$ cat config.mk
export PLATFORM = sky130hd
export DESIGN_NAME = bbi_initiator
export DESIGN_NICKNAME = d
export VERILOG_FILES = /design/src/rtl/bbi_pkg.sv /design/src/rtl/bbi_beat_ctr.sv /design/src/rtl/bbi_rd_capture.sv /design/src/rtl/bbi_ctrl.sv /design/src/rtl/bbi_initiator.sv
export SDC_FILE = /design/constraint.sdc
export NUM_CORES = 1
export LEC_CHECK = 0
export BUFFER_PORTS_ARGS = -buffer_cell sky130_fd_sc_hd__buf_2
export CAP_MARGIN = 0
export CELL_PAD_IN_SITES_DETAIL_PLACEMENT = 0
export CELL_PAD_IN_SITES_GLOBAL_PLACEMENT = 1
export CORE_MARGIN = 1
export CORE_UTILIZATION = 37
export DETAILED_ROUTE_END_ITERATION = 8
export HOLD_SLACK_MARGIN = 0.03
export PLACE_DENSITY = 0.95
export SLEW_MARGIN = 20
export SYNTH_ARGS = -nofsm -noshare
export SYNTH_HDL_FRONTEND = slang
export SYNTH_HIERARCHICAL = 1
export SYNTH_SLANG_ARGS = --single-unit
$ cat constraint.sdc
create_clock -name clk -period 5.54 [get_ports clk]
set_input_delay 0 -clock clk [delete_from_list [all_inputs] [get_ports clk]]
set_output_delay 0 -clock clk [all_outputs]
set_load 0.03 [all_outputs]
$ cat src/rtl/bbi_pkg.sv
package bbi_pkg;
  typedef enum logic [1:0] {
    ST_IDLE = 2'd0,
    ST_ADDR = 2'd1,
    ST_TURN = 2'd2,
    ST_DATA = 2'd3
  } bbi_state_e;
endpackage

$ cat src/rtl/bbi_beat_ctr.sv
// Remaining-word count and running word address of the current burst.
module bbi_beat_ctr #(
  parameter int ADDR_W = 16,
  parameter int LEN_W  = 6
) (
  input  logic              clk,
  input  logic              rst,
  input  logic              load,
  input  logic [ADDR_W-1:0] load_addr,
  input  logic [LEN_W-1:0]  load_len,
  input  logic              step,
  output logic [LEN_W-1:0]  rem,
  output logic [ADDR_W-1:0] addr
);
  localparam logic [LEN_W-1:0]  LEN_ONE  = LEN_W'(1);
  localparam logic [ADDR_W-1:0] ADDR_ONE = ADDR_W'(1);

  always_ff @(posedge clk) begin
    if (rst) begin
      rem  <= '0;
      addr <= '0;
    end else if (load) begin
      rem  <= load_len;
      addr <= load_addr;
    end else if (step) begin
      rem  <= rem - LEN_ONE;
      addr <= addr + ADDR_ONE;
    end
  end
endmodule

$ cat src/rtl/bbi_rd_capture.sv
// Registers a read word at the edge it moves and flags it for one cycle.
module bbi_rd_capture #(
  parameter int DATA_W = 32
) (
  input  logic              clk,
  input  logic              rst,
  input  logic              grab,
  input  logic [DATA_W-1:0] ad_in,
  output logic [DATA_W-1:0] rd_data,
  output logic              rd_push
);
  always_ff @(posedge clk) begin
    if (rst) begin
      rd_push <= 1'b0;
      rd_data <= '0;
    end else begin
      rd_push <= grab;
      if (grab) rd_data <= ad_in;
    end
  end
endmodule

$ cat src/rtl/bbi_ctrl.sv
// Phase sequencer: address phase, read turnaround, data phases, release.
module bbi_ctrl
  import bbi_pkg::*;
#(
  parameter int DATA_W = 32,
  parameter int ADDR_W = 16,
  parameter int LEN_W  = 6,
  parameter int CMD_W  = 4
) (
  input  logic              clk,
  input  logic              rst,
  input  logic              start,
  input  logic              start_wr,
  input  logic [CMD_W-1:0]  start_cmd,
  input  logic [ADDR_W-1:0] start_addr,
  input  logic [LEN_W-1:0]  start_len,
  input  logic [LEN_W-1:0]  rem,
  input  logic              tgt_rdy,
  input  logic              wr_valid,
  input  logic [DATA_W-1:0] wr_data,
  input  logic              rd_full,
  output bbi_state_e        st,
  output logic              is_wr,
  output logic              bus_hold,
  output logic              init_rdy,
  output logic [DATA_W-1:0] ad_out,
  output logic              ad_oe,
  output logic [CMD_W-1:0]  cbe_out,
  output logic              wr_pop,
  output logic              load,
  output logic              step
);
  localparam logic [LEN_W-1:0] LEN_ONE = LEN_W'(1);

  logic             accept, done, finish, need_new, offer, hold_n;
  logic [LEN_W-1:0] rem_after;

  always_comb begin
    accept    = (st == ST_IDLE) && start && (start_len != '0);
    done      = (st == ST_DATA) && init_rdy && tgt_rdy;
    finish    = done && (rem == LEN_ONE);
    need_new  = (st == ST_ADDR) ||
                ((st == ST_DATA) && (!init_rdy || done) && !finish);
    offer     = is_wr ? wr_valid : !rd_full;
    rem_after = done ? (rem - LEN_ONE) : rem;
    // drop the hold line together with the last ready, never before it
    hold_n    = bus_hold && !((rem_after == LEN_ONE) && offer);
  end

  assign wr_pop = need_new && is_wr && wr_valid;
  assign load   = accept;
  assign step   = done;

  always_ff @(posedge clk) begin
    if (rst) begin
      st       <= ST_IDLE;
      is_wr    <= 1'b0;
      bus_hold <= 1'b0;
      init_rdy <= 1'b0;
      ad_out   <= '0;
      ad_oe    <= 1'b0;
      cbe_out  <= '0;
    end else begin
      case (st)
        ST_IDLE: begin
          if (accept) begin
            st       <= ST_ADDR;
            bus_hold <= 1'b1;
            ad_oe    <= 1'b1;
            ad_out   <= DATA_W'(start_addr);
            cbe_out  <= start_cmd;
            is_wr    <= start_wr;
          end
        end
        ST_ADDR: begin
          st       <= is_wr ? ST_DATA : ST_TURN;
          cbe_out  <= '0;
          init_rdy <= offer;
          bus_hold <= hold_n;
          ad_oe    <= is_wr;
          if (wr_pop) ad_out <= wr_data;
        end
        ST_TURN: st <= ST_DATA;
        ST_DATA: begin
          if (finish) begin
            st       <= ST_IDLE;
            bus_hold <= 1'b0;
            init_rdy <= 1'b0;
            ad_oe    <= 1'b0;
          end else if (need_new) begin
            init_rdy <= offer;
            bus_hold <= hold_n;
            if (wr_pop) ad_out <= wr_data;
          end
        end
        default: st <= ST_IDLE;
      endcase
    end
  end
endmodule

$ cat src/rtl/bbi_initiator.sv
module bbi_initiator
  import bbi_pkg::*;
#(
  parameter int DATA_W = 32,
  parameter int ADDR_W = 16,
  parameter int LEN_W  = 6,
  parameter int CMD_W  = 4
) (
  input  logic              clk,
  input  logic              rst,
  input  logic              start,
  input  logic              start_wr,
  input  logic [CMD_W-1:0]  start_cmd,
  input  logic [ADDR_W-1:0] start_addr,
  input  logic [LEN_W-1:0]  start_len,
  input  logic [DATA_W-1:0] wr_data,
  input  logic              wr_valid,
  output logic              wr_pop,
  input  logic              rd_full,
  output logic [DATA_W-1:0] rd_data,
  output logic              rd_push,
  output logic              busy,
  output logic [ADDR_W-1:0] cur_addr,
  output logic              bus_hold,
  output logic              init_rdy,
  input  logic              tgt_rdy,
  output logic [DATA_W-1:0] ad_out,
  output logic              ad_oe,
  input  logic [DATA_W-1:0] ad_in,
  output logic [CMD_W-1:0]  cbe_out
);
  bbi_state_e       st;
  logic             is_wr, load, step;
  logic [LEN_W-1:0] rem;

  bbi_ctrl #(.DATA_W(DATA_W), .ADDR_W(ADDR_W), .LEN_W(LEN_W), .CMD_W(CMD_W)) u_ctrl (
    .clk(clk), .rst(rst), .start(start), .start_wr(start_wr), .start_cmd(start_cmd),
    .start_addr(start_addr), .start_len(start_len), .rem(rem), .tgt_rdy(tgt_rdy),
    .wr_valid(wr_valid), .wr_data(wr_data), .rd_full(rd_full), .st(st), .is_wr(is_wr),
    .bus_hold(bus_hold), .init_rdy(init_rdy), .ad_out(ad_out), .ad_oe(ad_oe),
    .cbe_out(cbe_out), .wr_pop(wr_pop), .load(load), .step(step)
  );

  bbi_beat_ctr #(.ADDR_W(ADDR_W), .LEN_W(LEN_W)) u_ctr (
    .clk(clk), .rst(rst), .load(load), .load_addr(start_addr), .load_len(start_len),
    .step(step), .rem(rem), .addr(cur_addr)
  );

  bbi_rd_capture #(.DATA_W(DATA_W)) u_rd (
    .clk(clk), .rst(rst), .grab(step && !is_wr), .ad_in(ad_in),
    .rd_data(rd_data), .rd_push(rd_push)
  );

  assign busy = (st != ST_IDLE);
endmodule

* Word level (Yosys, flattened, before mapping)
Cells that the tools add are included.
** Cells by class
- Equality and inequality tests :: 10
- $add $sub $neg :: 2
- Reduce and logical (&&, ||, !) cells :: 33
- Mux-type cells :: 25
** Operators with widths (count)
- two-way mux 32 bit :: 4
- case mux 32 bit (3 select lines) :: 1
- two-way mux 16 bit :: 2
- adder 16 x 1 -> 16 bit (second input constant) :: 1
- == test 6 x 1 -> 1 bit (second input constant) :: 2
- logical AND 1 bit :: 12
- two-way mux 6 bit :: 2
- two-way mux 1 bit :: 8
- case mux 2 bit (4 select lines) :: 1
- case mux 4 bit (2 select lines) :: 1
- AND reduction 2 bit :: 4
- nonzero test 2 bit :: 4
- case mux 1 bit (3 select lines) :: 2
- AND reduction 3 bit :: 2
- nonzero test 6 bit :: 1
- subtractor 6 x 1 -> 6 bit (second input constant) :: 1
- logical NOT 1 bit :: 5
- == test 2 bit (second input constant) :: 2
- two-way mux 2 bit :: 2
- two-way mux 4 bit :: 1
- inequality test 2 x 1 -> 1 bit (second input constant) :: 2
- inequality test 2 bit (second input constant) :: 2
- AND reduction 4 bit :: 1
- inequality test 3 x 1 -> 1 bit (second input constant) :: 1
- other kinds (5) :: 6
** Word-level totals
- Register bits after elaboration :: 97
- Logic and storage cells :: 81
- Output and inout port bits :: 90

* Depth between registers and ports, before layout
Gate-level depths: netlist of the first run.
- Depth after elaboration :: 13
- Mapped depth :: 10
- Depth with buffers taken out :: 7

* Cells and area by module
The synthesis of the first run kept the hierarchy.
** Modules (own cells, without submodules)
- bbi_ctrl :: times used 1, seq. area each 840.8 µm², cells each 214, area an instance 1989.4 µm²
- bbi_rd_capture :: times used 1, seq. area each 660.6 µm², cells each 106, area an instance 1202.4 µm²
- bbi_beat_ctr :: times used 1, seq. area each 440.4 µm², cells each 140, area an instance 1166.1 µm²
- bbi_initiator :: times used 1, seq. area each 0.0 µm², cells each 2, area an instance 12.5 µm²

* Worst setup path before layout of the first run
No wires, ideal clock.
- Path kind :: register to register
- From :: reg u_ctrl.st[1]
- To :: reg u_ctrl.ad_out[22]
- Stages on the path, launching flop included :: 10
- Data arrival time :: 2.158 ns
- Buffers on the path :: 3
- Library setup time :: 0.117 ns
- Setup slack :: 3.265 ns
- Period minus slack after synthesis :: 2.275 ns
- Cell sequence :: dfxtp_1 > inv_1 > ha_1 > buf_2 > or2_2 > buf_2 > a2111oi_4 > nor2_2 > buf_6 > a22o_1
** Between the ends
- Longest elaborated chain between the ends :: 13
- Elaborated cells on any way between the ends :: 24
- Those cells by class :: eq/ne (5); mux (4); reduce/logical (15)
** Ends and longest elaborated chain
- start, declared :: line bbi_ctrl.sv:22 : output bbi_state_e st,
- start signal, assigned :: line bbi_ctrl.sv:76 : st <= is_wr ? ST_DATA : ST_TURN;
- == test 2 bit :: line bbi_ctrl.sv:40, bbi_ctrl.sv:43, bbi_ctrl.sv:64
- logical AND 1 bit (2 in series) :: line bbi_ctrl.sv:40 : done = (st == ST_DATA) && init_rdy && tgt_rdy;
- logical OR 1 bit or logical AND 1 bit (tied branches) :: line bbi_ctrl.sv:43, bbi_ctrl.sv:41
- logical AND 1 bit or logical NOT 1 bit (tied branches) :: line bbi_ctrl.sv:43 : ((st == ST_DATA) && (!init_rdy || done) && !finish);
- logical AND 1 bit :: line bbi_ctrl.sv:43
- logical OR 1 bit :: line bbi_ctrl.sv:42 : need_new = (st == ST_ADDR) ||
- logical AND 1 bit (2 in series) :: line bbi_ctrl.sv:50 : assign wr_pop = need_new && is_wr && wr_valid;
- two-way mux 32 bit (3 in series)
- case mux 32 bit (3 select lines) :: line bbi_ctrl.sv:64 : case (st)
- end signal, assigned :: line bbi_ctrl.sv:70 : ad_out <= DATA_W'(start_addr);
- end signal, assigned :: line bbi_ctrl.sv:81 : if (wr_pop) ad_out <= wr_data;
- end signal, assigned :: line bbi_ctrl.sv:93 : if (wr_pop) ad_out <= wr_data;
- end, declared :: line bbi_ctrl.sv:26 : output logic [DATA_W-1:0] ad_out,
Parallel ways exist; a longest one is shown, timed or not. The select of a mux whose other input is x is not followed.
A chain may end at the register's enable or synchronous reset.

* Worst setup path after layout of the first run
- From :: reg u_ctrl.st[0]
- To :: reg u_ctrl.ad_out[24]
** Between the ends
- Longest elaborated chain between the ends :: 13
- Elaborated cells on any way between the ends :: 24
- Those cells by class :: eq/ne (5); mux (4); reduce/logical (15)
** Ends and longest elaborated chain
- == test 2 bit (*) :: line bbi_ctrl.sv:40
- logical AND 1 bit (*) (2 in series) :: line bbi_ctrl.sv:40
- net step :: line bbi_initiator.sv:33 : logic is_wr, load, step;
- logical OR 1 bit or logical AND 1 bit (tied branches) :: line bbi_ctrl.sv:43, bbi_ctrl.sv:41
- logical AND 1 bit or logical NOT 1 bit (tied branches) :: line bbi_ctrl.sv:43
- logical AND 1 bit :: line bbi_ctrl.sv:43
- logical OR 1 bit :: line bbi_ctrl.sv:42
- logical AND 1 bit (2 in series) :: line bbi_ctrl.sv:50
- two-way mux 32 bit (3 in series)
- case mux 32 bit (3 select lines) :: line bbi_ctrl.sv:64
The timed path passes the listed nets; every way through them passes the cells marked *. The select of a mux whose other input is x is not followed.

==> implementation parameters, run 1 <==
Parameter                              Value

Floorplan
  Height of the die ... 111 um
  Starting utilization of the core area ... 38.1%
  Number of I/O pins ... 187
  Die Footprint ... 12300 um^2
  Number of placement rows ... 39
  Placeable core region ... 11500 um^2
  DIE WIDTH ... 111 um

Detailed routing
  Iter 0 DRT Violations ... 311
  Count of unresolved DRC violations after routing ... 0
  Total routed wirelength ... 13.2 mm
  Routed vias ... 4388
  Count of TritonRoute iterations in the first routing pass ... 4
  Post-route antenna net violation count ... 0
  Vias per inst ... 5.13
  Routed wire per std cell ... 15.4 um

Setup path
  Classification of the worst setup path ... reg2reg
  Largest stage delay on the critical path ... 0.88 ns
  Slowest CP cell ... sky130_fd_sc_hd__a2111oi_4
  Crit path launch type ... register
  Crit path max fanout ... 17
  Element type at the critical path end ... register
  Crit Reg-Reg Startpoint ... u_ctrl/st[0]
  Arrival time reported for the critical path endpoint ... 3.26 ns
  R2R cell count ... 6
  Crit. Startpoint ... u_ctrl/st[0]
  Cells along the critical path ... ha_1 -> and3_1 -> and3_1 -> a2111oi_4 -> nor2_2 -> a22o_1
  Cell occurring most often along the worst timing path ... sky130_fd_sc_hd__and3_1
  Required @ worst endpoint ... 5.77 ns

Cells and area
  Net count reported at finish ... 812
  Ratio of cells with drive above 1 in the final layout ... 32.8%
  Design area ... 6400 um^2
  Ant diodes ... 0
  Layout overhead on the synthesized area ... 46.3%
  Utilization of the core after routing ... 55.8%

Synth
  Number of standard cells after synthesis ... 462
  Number of enable-type register cells in the synthesized netlist ... 0
  Summed instance area of the synthesized netlist ... 4370 um^2
  Synthesis Warnings ... 6
  FFs w/ async S/R, synth ... 0%
  Predominant post-synthesis flop cell ... sky130_fd_sc_hd__dfxtp_1
  Mean area per synthesized cell ... 9.46 um^2
  Part of the Yosys area used for sequential elements ... 44.4%
  Flop and latch count out of synthesis ... 97
  Nets in the synthesized netlist ... 566
  Distinct cells, synth ... 50

Global route
  Number of global-route vias before repair ... 4430
  GR Overflow Total ... 0
  Initial antenna violation count ... 0
  Overall Global Routing Usage ... 21.6%
  Maximum number of pins on one net before global-route repair ... 84
  First-pass GRT wire length ... 21.4 mm

Clocking
  Clock slew at reported path FFs ... 0.07 ns
  Setup bufs post-CTS ... 0
  Count of H-tree levels built during CTS ... 3
  CTS tree ... done
  Number of sinks driven by the clock tree ... 97
  TritonCTS Buffers ... 9
  CTS Buffer Depth ... 2
  Later-pin clock latency in the skew report ... 0.34 ns
  Clock tree root driver cell ... sky130_fd_sc_hd__clkbuf_16

Power and ir drop
  Power, Total ... 2.57 mW
  Power per Cell Area ... 402 nW/um^2
  Static power due to leakage ... 2.75 nW
  Highest ir drop seen on vdd ... 266 uV

Place
  Post-detail-place hpwl ... 8.52 mm
  Number of port buffers ... 186
  Post-placement cell area ... 5310 um^2
  Post-Place Setup Slack ... 2.58 ns
  GPL Wtd Cong ... 0.847

STA
  Worst path setup slack after routing ... 2.52 ns
  Number of max-slew violations in the final report ... 0
  Setup violations, final ... 0
  Final-report hold violation count ... 0
  Setup clock skew after layout ... 0.00839 ns
  Period utilisation layout ... 54.6%
  Post-layout min period ... 3.02 ns
  Max Freq ... 331 MHz
  Max_slew headroom ... 34.2%
  Tightest Pin Transition ... 0.987 ns
  Setup TNS ... 0 ns
  Setup repair after global routing missed its margin ... no

Outcome
  Run status ... complete, no violations

Hold path
  Hold crit path type ... in2reg
  Hold path startpoint ... start
  Instance count along the most critical hold path ... 4

Run
  Max-cap violations ... 0
[flip-flops by register name, summed over array words and instances, names as in the netlist]
| signal | cells |
|---|---|
| u_ctr/addr | 16 |
| u_ctr/rem | 6 |
| u_ctrl/ad_oe | 1 |
| u_ctrl/ad_out | 32 |
| u_ctrl/bus_hold | 1 |
| u_ctrl/cbe_out | 4 |
| u_ctrl/init_rdy | 1 |
| u_ctrl/is_wr | 1 |
| u_ctrl/st | 2 |
| u_rd/rd_data | 32 |
| u_rd/rd_push | 1 |
[critical path, delay by kind of cell (launching register included)]
kind | cells | cell delay (ns)
and+or+nand+nor | 3 | 1.12
DFF | 1 | 0.34
adders and majority gates | 1 | 0.28
AOI/OAI and AO/OA | 2 | 1.17
[metrics by stage]
step,hold slack [ns],cells
6_report,0.112,856
5_1_grt,0.182,856
4_1_cts,0.106,855
3_5_place_dp,0.227,764
3_3_place_gp,0.216,764
2_1_floorplan,0.0721,462
[layout by cell type (no fill, tap or decap), drive strengths merged, types with 2 or more instances in the layout]
master / count
o311ai: 2
clkbuf: 10
a22o: 16
nand2: 26
buf: 189
nor2b: 2
a21oi: 18
or2: 2
or4: 2
nor3: 6
and3: 2
a211oi: 31
inv: 17
nor2: 82
mux2i: 36
o21ai: 19
xor2: 4
nand3: 4
a311oi: 2
a22oi: 4
nand4: 6
nor4: 6
xnor2: 14
or3: 17
dfxtp: 97
dlygate4sd3: 75
o31ai: 2
ha: 7
nor4b: 2
[Yosys cell counts, types with 3 or more instances]
master	n	share of area, %
sky130_fd_sc_hd__xor2_1	4	0.80
sky130_fd_sc_hd__nor3_1	6	0.69
sky130_fd_sc_hd__o21ai_0	19	2.2
sky130_fd_sc_hd__a211oi_2	10	2.9
sky130_fd_sc_hd__ha_1	7	2.0
sky130_fd_sc_hd__a22o_1	16	3.2
sky130_fd_sc_hd__clkbuf_1	11	0.94
sky130_fd_sc_hd__a211oi_1	21	3.6
sky130_fd_sc_hd__a22oi_1	4	0.69
sky130_fd_sc_hd__nor2_1	79	6.8
sky130_fd_sc_hd__nand4_1	4	0.57
sky130_fd_sc_hd__buf_12	3	1.4
sky130_fd_sc_hd__buf_6	4	1.0
sky130_fd_sc_hd__or3_1	17	2.4
sky130_fd_sc_hd__inv_1	14	1.2
sky130_fd_sc_hd__dfxtp_1	97	44
sky130_fd_sc_hd__nor4_1	4	0.57
sky130_fd_sc_hd__xnor2_1	14	2.8
sky130_fd_sc_hd__nand2_1	26	2.2
sky130_fd_sc_hd__buf_2	7	0.80
sky130_fd_sc_hd__nor2_2	3	0.43
sky130_fd_sc_hd__a21oi_1	18	2.1
sky130_fd_sc_hd__mux2i_1	36	8.2
sky130_fd_sc_hd__nand3_1	3	0.34
[report_power, final]
group / total (mW) / internal [mW] / switching [mW]
sequential: 0.915 / 0.808 / 0.107
combinational: 1.01 / 0.348 / 0.660
clock: 0.648 / 0.368 / 0.279
total: 2.57 / 1.52 / 1.05
[worst paths after layout]
check | endpoint | slack (ns)
min reg2reg | u_ctrl/ad_out[31] | 0.47
min | u_ctrl/is_wr | 0.11
max | u_ctrl/ad_out[24] | 2.52
max reg2reg | u_ctrl/ad_out[24] | 2.52
[timing repair]
item                       in CTS  in global routing
hold endpoints to repair       75                  0
setup endpoints to repair       0                  0
hold buffers                   75                  0
gates resized for setup         0                  0
[cell type report]
class | instances | area (um^2)
Sequential cell | 97 | 1940
Inverter | 14 | 52.6
Multi-Input combinational cell | 322 | 2190
Tap cell | 143 | 179
Fill cell | 970 | 5070
Clock inverter | 6 | 72.6
Clock buffer | 10 | 239
Timing Repair Buffer | 264 | 1720
[layer usage]
layer	up-vias	part of all wire [%]	wire, um	global-route usage, %
met5	-	0	0	0
met3	39	5.4	706	4.59
met4	0	3.2	426	11.3
li1	2129	-	-	-
met2	190	50	6620	36.9
met1	2030	41	5420	25.3
[cell families (layout without fill, tap and decap cells)]
group | Yosys count | count (layout) | synth area share [%]
compound gates | 101 | 101 | 17.8
xor+xnor | 18 | 18 | 3.61
mux | 36 | 36 | 8.25
fa+ha+maj | 7 | 7 | 2.00
buf+inv | 43 | 294 | 5.87
flops | 97 | 97 | 44.4
simple gates | 160 | 160 | 18.0
(Power assumes the default switching activity.)
==> run 2, diff against run 1 <==
Settings changed: ABC_AREA set to 1, CORE_UTILIZATION 37 to 33, PLACE_DENSITY 0.95 to 0.9.
Clock period 5.54 ns to 3.15 ns, I/O delays scaled along.
==> run 2 against run 1 <==
- the run now ends with design-rule violations left
- clock skew fell by 0.0031 ns
- sequential power rose by 95%
- global-route usage fell by 2.6 points
- non-clock buffer count is 22 higher
- flip-flop and latch count unchanged
- wire length rose by 12%
- cell count is 44% higher
- clock power grew 85%
- setup slack lost 2.1 ns
- synthesized cell count grew 68%
- fmax is 12% higher
- register-to-register slack got worse by 2.1 ns
==> implementation parameters, run 2 <==
Parameter                              Value

Setup path
  Largest stage delay on the critical path ... 0.54 ns (-0.34 ns)
  Classification of the worst setup path ... reg2reg
  Required @ worst endpoint ... 3.39 ns (-2.38 ns)
  Slowest CP cell ... sky130_fd_sc_hd__dlygate4sd3_1
  Crit Reg-Reg Startpoint ... u_ctrl/st[1]
  Element type at the critical path end ... register
  Crit path launch type ... register
  Crit path max fanout ... 20 (+3)
  Arrival time reported for the critical path endpoint ... 2.93 ns (-0.33 ns)
  Cells along the critical path ... inv_1 -> ha_1 -> nor2_4 -> clkinv_2 -> buf_4 -> nand2_1 -> nand2_1 -> dlygate4sd3_1 -> nor2_1 -> nor2_1
  Setup slack of the most critical reg-to-reg path ... 0.46 ns (-2.06 ns)
  Crit. Startpoint ... u_ctrl/st[1]

Synth
  Flop and latch count out of synthesis ... 97 (unchanged)
  Predominant post-synthesis flop cell ... sky130_fd_sc_hd__dfxtp_1
  Share of synthesized cell area in and, or, nand and nor gates ... 36.7% (+19 points)
  Top post-synthesis cells by area ... sky130_fd_sc_hd__dfxtp_1 39%, sky130_fd_sc_hd__nand2_1 19%, sky130_fd_sc_hd__nor2_1 10%
  FFs w/ async S/R, synth ... 0% (unchanged)
  Share of Yosys cell area claimed by the top area cell type ... 38.7% (-5.7 points)
  Synth Area in Compound Gates ... 10.3% (-7.5 points)
  Mean area per synthesized cell ... 6.44 um^2 (-32%)
  Most used standard cell by instance count after synthesis ... sky130_fd_sc_hd__nand2_1
  Post-Synth XOR/XNOR Area ... 1.22% (-2.4 points)
  Synthesis Warnings ... 6 (unchanged)
  Adder-cell share of the synthesized area ... 1.75% (-0.26 points)
  Part of the Yosys area used for sequential elements ... 38.7% (-5.7 points)
  Nets in the synthesized netlist ... 882 (+56%)
  Main combinational cell family by area after synthesis ... simple AND/OR/NAND/NOR gates
  Multiplexer share of the synthesized area ... 0% (-8.2 points)
  Cell taking the most area after synthesis ... sky130_fd_sc_hd__dfxtp_1
  Distinct cells, synth ... 35 (-30%)
  Number of enable-type register cells in the synthesized netlist ... 0 (unchanged)
  Summed instance area of the synthesized netlist ... 5010 um^2 (+15%)
  Top cells by instance count after synthesis ... 251 x sky130_fd_sc_hd__nand2_1, 137 x sky130_fd_sc_hd__nor2_1, 97 x sky130_fd_sc_hd__dfxtp_1
  Number of standard cells after synthesis ... 778 (+68%)

Clocking
  CTS tree ... done
  Count of H-tree levels built during CTS ... 3 (unchanged)
  TritonCTS Buffers ... 9 (unchanged)
  Later-pin clock latency in the skew report ... 0.35 ns (about the same)
  Setup bufs post-CTS ... 0 (unchanged)
  Cts repair resizes ... 0 (unchanged)
  CTS Hold Bufs ... 95 (+27%)
  CTS Buffer Depth ... 2 (unchanged)
  Clock tree root driver cell ... sky130_fd_sc_hd__clkbuf_16
  Number of sinks driven by the clock tree ... 97 (unchanged)
  Clock slew at reported path FFs ... 0.07 ns (about the same)

Power and ir drop
  Power per Cell Area ... 752 nW/um^2 (+87%)
  Power, Total ... 5.48 mW (+110%)
  Highest ir drop seen on vdd ... 273 uV (+2.5%)
  Static power due to leakage ... 3.76 nW (+37%)

Hold path
  Hold path startpoint ... start_addr[6]
  Hold crit path type ... in2reg

Place
  GPL Wtd Cong ... 0.806 (-4.9%)
  Post-detail-place hpwl ... 10.0 mm (+18%)
  Number of port buffers ... 186 (unchanged)

STA
  Setup TNS ... 0 ns (unchanged)
  Final-report hold violation count ... 0 (unchanged)
  Period utilisation layout ... 85.5% (+31 points)
  Max Freq ... 371 MHz (+12%)
  Post-layout min period ... 2.69 ns (-0.331 ns)
  Tightest Pin Transition ... 0.975 ns (-0.0125 ns)
  Setup clock skew after layout ... 0.00533 ns (-0.00307 ns)
  Max_slew headroom ... 35.0% (+0.76 points)
  Number of max-slew violations in the final report ... 0 (unchanged)
  Setup violations, final ... 0 (unchanged)
  Setup repair after global routing missed its margin ... no

Outcome
  Run status ... finished, violations left
  Violations in the final reports ... design-rule violations

Global route
  Number of global-route vias before repair ... 4975 (+12%)
  First-pass GRT wire length ... 24.1 mm (+13%)
  Maximum number of pins on one net before global-route repair ... 66 (-21%)
  Initial antenna violation count ... 1 (+1)
  Overall Global Routing Usage ... 19.0% (-2.6 points)
  GR Overflow Total ... 0 (unchanged)

Floorplan
  Number of placement rows ... 44 (+13%)
  Placeable core region ... 14700 um^2 (+28%)
  Die Footprint ... 15700 um^2 (+28%)
  DIE WIDTH ... 125 um (+13%)
  Starting utilization of the core area ... 34.1% (-4.0 points)
  Height of the die ... 125 um (+13%)
  Number of I/O pins ... 187 (unchanged)

Cells and area
  Layout overhead on the synthesized area ... 45.3%
  Registers with the most flip-flops ... u_ctrl/ad_out: 32 flops, u_rd/rd_data: 32 flops, u_ctr/addr: 16 flops
  Count of filler cells inserted in the layout ... 1462 (+51%)
  Most common cell after layout, fill and taps aside ... sky130_fd_sc_hd__nand2_1
  Commonest cells after routing, fill and taps aside ... 251 x sky130_fd_sc_hd__nand2_1, 186 x sky130_fd_sc_hd__buf_2, 137 x sky130_fd_sc_hd__nor2_1
  Ant diodes ... 0 (unchanged)
  Net count reported at finish ... 1147 (+41%)
  Sequential cell area ... 1940 um^2 (unchanged)
  Ratio of cells with drive above 1 in the final layout ... 22.9% (-9.9 points)
  Area of the multi-input gates ... 2510 um^2 (+14%)

Detailed routing
  Routed vias ... 5506 (+25%)
  Iter 0 DRT Violations ... 390 (+25%)
  Count of unresolved DRC violations after routing ... 11 (+11)
  Post-route antenna net violation count ... 0 (unchanged)
  Vias per inst ... 4.47 (-13%)
  Total routed wirelength ... 14.8 mm (+12%)
  Routed wire per std cell ... 12.0 um (-22%)
  Count of TritonRoute iterations in the first routing pass ... 8 (+4)

Run
  Max-cap violations ... 0 (unchanged)
## run 2: worst paths after layout
kind | cells past startpoint | endpoint
max | 10 | u_ctrl/ad_out[2]
min | 3 | u_ctr/addr[6]
max reg2reg | 10 | u_ctrl/ad_out[2]
min reg2reg | 2 | u_ctrl/cbe_out[2]
## run 2: cell families after synthesis
family,after synthesis
AOI/OAI and AO/OA,88
xor gates and xnor gates,7
adders and majority gates,7
buffers and inverters,130
DFF,97
and+or+nand+nor,449
## run 2: critical path, delay by kind of cell (launching register included)
family        cells  cell delay, ns
flops             1            0.36
simple gates      5            0.68
fa+ha+maj         1            0.28
buf+inv           4            1.26
## run 2: area by class of cell
cell class / instances / share of cell area, %
clock inverter: 6 / 1.24
timing repair buffer: 286 / 26.3
tap: 184 / 3.16
multi-input combinational: 551 / 34.4
sequential: 97 / 26.7
inverter: 98 / 5.07
clock buffer: 10 / 3.14
## run 2: power breakdown
| group | internal [mW] | switching [mW] |
|---|---|---|
| combinational | 0.829 | 1.67 |
| sequential | 1.55 | 0.234 |
| clock | 0.701 | 0.497 |
| total | 3.08 | 2.40 |
## run 2: metrics by stage
stage / util [%] / std cells / instance area [um^2] / setup WS, ns / hold slack [ns]
finish: 49.6 / 1232 / 7290 / 0.457 / 0.0551
global route: 49.6 / 1232 / 7290 / 0.232 / 0.0635
CTS: 49.6 / 1232 / 7290 / 0.437 / 0.0387
detailed placement: 40.9 / 1121 / 6020 / 0.691 / 0.259
global placement: 40.9 / 1121 / 6020 / 0.840 / 0.257
floorplan: - / 778 / 5010 / 1.41 / 0.0691
## run 2: metal layers
metal | track usage [%] | part of all wire, % | up-vias
met4 | 8.46 | 3.0 | 2
met5 | 0 | 0.061 | -
met1 | 24.3 | 45 | 2399
met3 | 4.28 | 5.6 | 37
met2 | 30.4 | 46 | 150
li1 | - | - | 2918
==> run 3, diff against run 2 <==
--- a/config.mk
+++ b/config.mk
@@ -15,3 +15,3 @@
 export DETAILED_ROUTE_END_ITERATION = 8
-export HOLD_SLACK_MARGIN = 0.03
+export HOLD_SLACK_MARGIN = 0.02
 export PLACE_DENSITY = 0.9
==> constraint.sdc (replaced) <==
create_clock -name clk -period 3.15 [get_ports clk]
set_input_delay 0.945 -clock clk [delete_from_list [all_inputs] [get_ports clk]]
set_output_delay 0.945 -clock clk [all_outputs]
set_load 0.03 [all_outputs]
==> run 3 against run 2 <==
- the run still ends with design-rule violations left
- via count is 8.9% lower
- critical path depth fell by 1
- cell count is 7.2% lower
- core utilization is 6.2 points lower
- clock-buffer cell count down 1
- non-clock buffer count shrank 89
- clock skew is 0.0028 ns higher
- global-route usage shrank 1.4 points
- setup slack got worse by 0.23 ns
- critical path type is now reg2out
- largest power group unchanged
- highest routed layer is now met4
==> implementation parameters, run 3 (synthesized netlist as in run 2, its figures left out) <==
Parameter                              Value

Clocking
  CTS Buffer Depth ... 2 (unchanged)
  Setup bufs post-CTS ... 0 (unchanged)
  Number of sinks driven by the clock tree ... 97 (unchanged)
  TritonCTS Buffers ... 9 (unchanged)
  Clock slew at reported path FFs ... 0.07 ns (about the same)
  CTS Hold Bufs ... 0 (-100%)
  Clock tree root driver cell ... sky130_fd_sc_hd__clkbuf_16
  Later-pin clock latency in the skew report ... 0.35 ns (about the same)
  Cts repair resizes ... 0 (unchanged)
  Count of H-tree levels built during CTS ... 3 (unchanged)
  CTS tree ... done

Setup path
  Slowest CP cell ... sky130_fd_sc_hd__dfxtp_1
  Element type at the critical path end ... output pin
  Largest stage delay on the critical path ... 0.42 ns (-0.12 ns)
  Setup slack of the most critical reg-to-reg path ... 0.88 ns (+0.42 ns)
  Crit Reg-Reg Startpoint ... u_ctrl/st[0]
  Arrival time reported for the critical path endpoint ... 1.97 ns (-0.96 ns)
  Classification of the worst setup path ... reg2out
  R2R cell count ... 12 (+2)
  Crit path max fanout ... 7 (-65%)
  Endpoint of the lowest-slack register-to-register path ... u_ctrl/ad_out[11]
  Cells along the critical path ... ha_1 -> nand3_2 -> inv_2 -> nand3_2 -> nand2_1 -> nand2_1 -> nand2_2 -> inv_1 -> buf_2
  Required @ worst endpoint ... 2.20 ns (-1.19 ns)
  Crit path launch type ... register

Run
  Max-cap violations ... 0 (unchanged)

Hold path
  Capture endpoint of the worst hold path ... u_ctrl/cbe_out[3]
  Instance count along the most critical hold path ... 2 (-1)
  Hold path startpoint ... u_ctrl/cbe_out[3]
  Hold crit path type ... reg2reg

STA
  Setup repair after global routing missed its margin ... no
  Final-report hold violation count ... 0 (unchanged)
  Max Freq ... 343 MHz (-7.8%)
  Setup violations, final ... 0 (unchanged)
  Worst-case hold slack ... 0.462 ns (+0.407 ns)
  Setup clock skew after layout ... 0.00817 ns (+0.00285 ns)
  Setup TNS ... 0 ns (unchanged)
  Period utilisation layout ... 92.7% (+7.2 points)
  Worst path setup slack after routing ... 0.231 ns (-0.227 ns)
  Number of max-slew violations in the final report ... 0 (unchanged)
  Max_slew headroom ... 67.0% (+32 points)
  Post-layout min period ... 2.92 ns (+0.227 ns)
  Tightest Pin Transition ... 0.494 ns (-0.480 ns)

Detailed routing
  Routed wire per std cell ... 11.9 um (-1.0%)
  Total routed wirelength ... 13.6 mm (-8.2%)
  Count of unresolved DRC violations after routing ... 11 (unchanged)
  Routed vias ... 5015 (-8.9%)
  Iter 0 DRT Violations ... 301 (-23%)
  Vias per inst ... 4.39 (-1.8%)
  Count of TritonRoute iterations in the first routing pass ... 7 (-1)
  Post-route antenna net violation count ... 0 (unchanged)

Cells and area
  Utilization of the core after routing ... 43.4% (-6.2 points)
  Design area ... 6370 um^2 (-13%)
  Registers with the most flip-flops ... u_ctrl/ad_out: 32 flops, u_rd/rd_data: 32 flops, u_ctr/addr: 16 flops
  Layout overhead on the synthesized area ... 27.1%
  Most common cell after layout, fill and taps aside ... sky130_fd_sc_hd__nand2_1
  Count of filler cells inserted in the layout ... 1584 (+8.3%)
  Final instance count without filler cells ... 1143 (-7.2%)
  Ratio of cells with drive above 1 in the final layout ... 25.8% (+2.9 points)
  Commonest cells after routing, fill and taps aside ... 251 x sky130_fd_sc_hd__nand2_1, 186 x sky130_fd_sc_hd__buf_2, 137 x sky130_fd_sc_hd__nor2_1
  Ant diodes ... 0 (unchanged)
  Net count reported at finish ... 1058 (-7.8%)

Power and ir drop
  Power per Cell Area ... 829 nW/um^2 (+10%)
  Power, Total ... 5.28 mW (-3.5%)
  Static power due to leakage ... 3.38 nW (-10%)
  Highest ir drop seen on vdd ... 345 uV (+26%)

Global route
  Maximum number of pins on one net before global-route repair ... 66 (unchanged)
  GR Overflow Total ... 0 (unchanged)
  Initial antenna violation count ... 0 (-1)
  Overall Global Routing Usage ... 17.6% (-1.4 points)
  Number of global-route vias before repair ... 4423 (-11%)
  First-pass GRT wire length ... 22.0 mm (-8.5%)

Place
  Placed instance count ... 1127 (+0.54%)
  Number of port buffers ... 186 (unchanged)
  Post-Place Setup Slack ... 0.329 ns (-0.363 ns)
  GPL Wtd Cong ... 0.809 (+0.43%)
  Post-placement cell area ... 6070 um^2 (+0.96%)
  Post-detail-place hpwl ... 10.0 mm (-0.14%)

Floorplan
  Die Footprint ... 15700 um^2 (unchanged)
  Number of placement rows ... 44 (unchanged)
  Height of the die ... 125 um (unchanged)
  Placeable core region ... 14700 um^2 (unchanged)
  Number of I/O pins ... 187 (unchanged)
  Starting utilization of the core area ... 34.1% (unchanged)
  DIE WIDTH ... 125 um (unchanged)

Outcome
  Run status ... finished, violations left
  Violations in the final reports ... design-rule violations
==> run 3: worst max path at each step <==
| stage | from | to | slack [ns] | cells after the start |
|---|---|---|---|---|
| 2_1_floorplan | tgt_rdy | wr_pop | 0.61 | 7 |
| 3_3_place_gp | tgt_rdy | wr_pop | 0.37 | 9 |
| 3_5_place_dp | tgt_rdy | wr_pop | 0.33 | 9 |
| 4_1_cts | u_ctrl/st[0] | wr_pop | 0.20 | 9 |
| 5_1_grt | u_ctrl/st[0] | wr_pop | 0.06 | 9 |
| 6_report | u_ctrl/st[0] | wr_pop | 0.23 | 9 |
==> run 3: worst max-delay path: cells and delay by family (launching register included) <==
family                     cells  cell delay (ns)
and+or+nand+nor                5             0.49
DFF                            1             0.42
buffers and inverters          3             0.37
adders and majority gates      1             0.35
==> run 3: per-layer routing <==
layer  vias up  global-route usage (%)  part of all wire (%)
met5         -                       0                     0
met2       137                    27.9                    45
met1      2124                    23.1                    47
met3        20                    4.54                   5.9
met4         0                    5.88                   1.8
li1       2734                       -                     -
==> run 3: power by group <==
group / switching, mW / internal [mW] / total (mW)
logic: 1.66 / 0.755 / 2.41
clock network: 0.544 / 0.561 / 1.11
registers: 0.223 / 1.55 / 1.77
==> run 3: final cells by class <==
type | instances | area (um^2) | share of cell area (%)
clock buffers | 9 | 225 | 3.53
clock inverters | 7 | 73.8 | 1.16
inverters | 98 | 369 | 5.79
multi-input cells | 551 | 2510 | 39.3
flip-flops and latches | 97 | 1940 | 30.5
well taps | 184 | 230 | 3.61
repair buffers | 197 | 1030 | 16.1
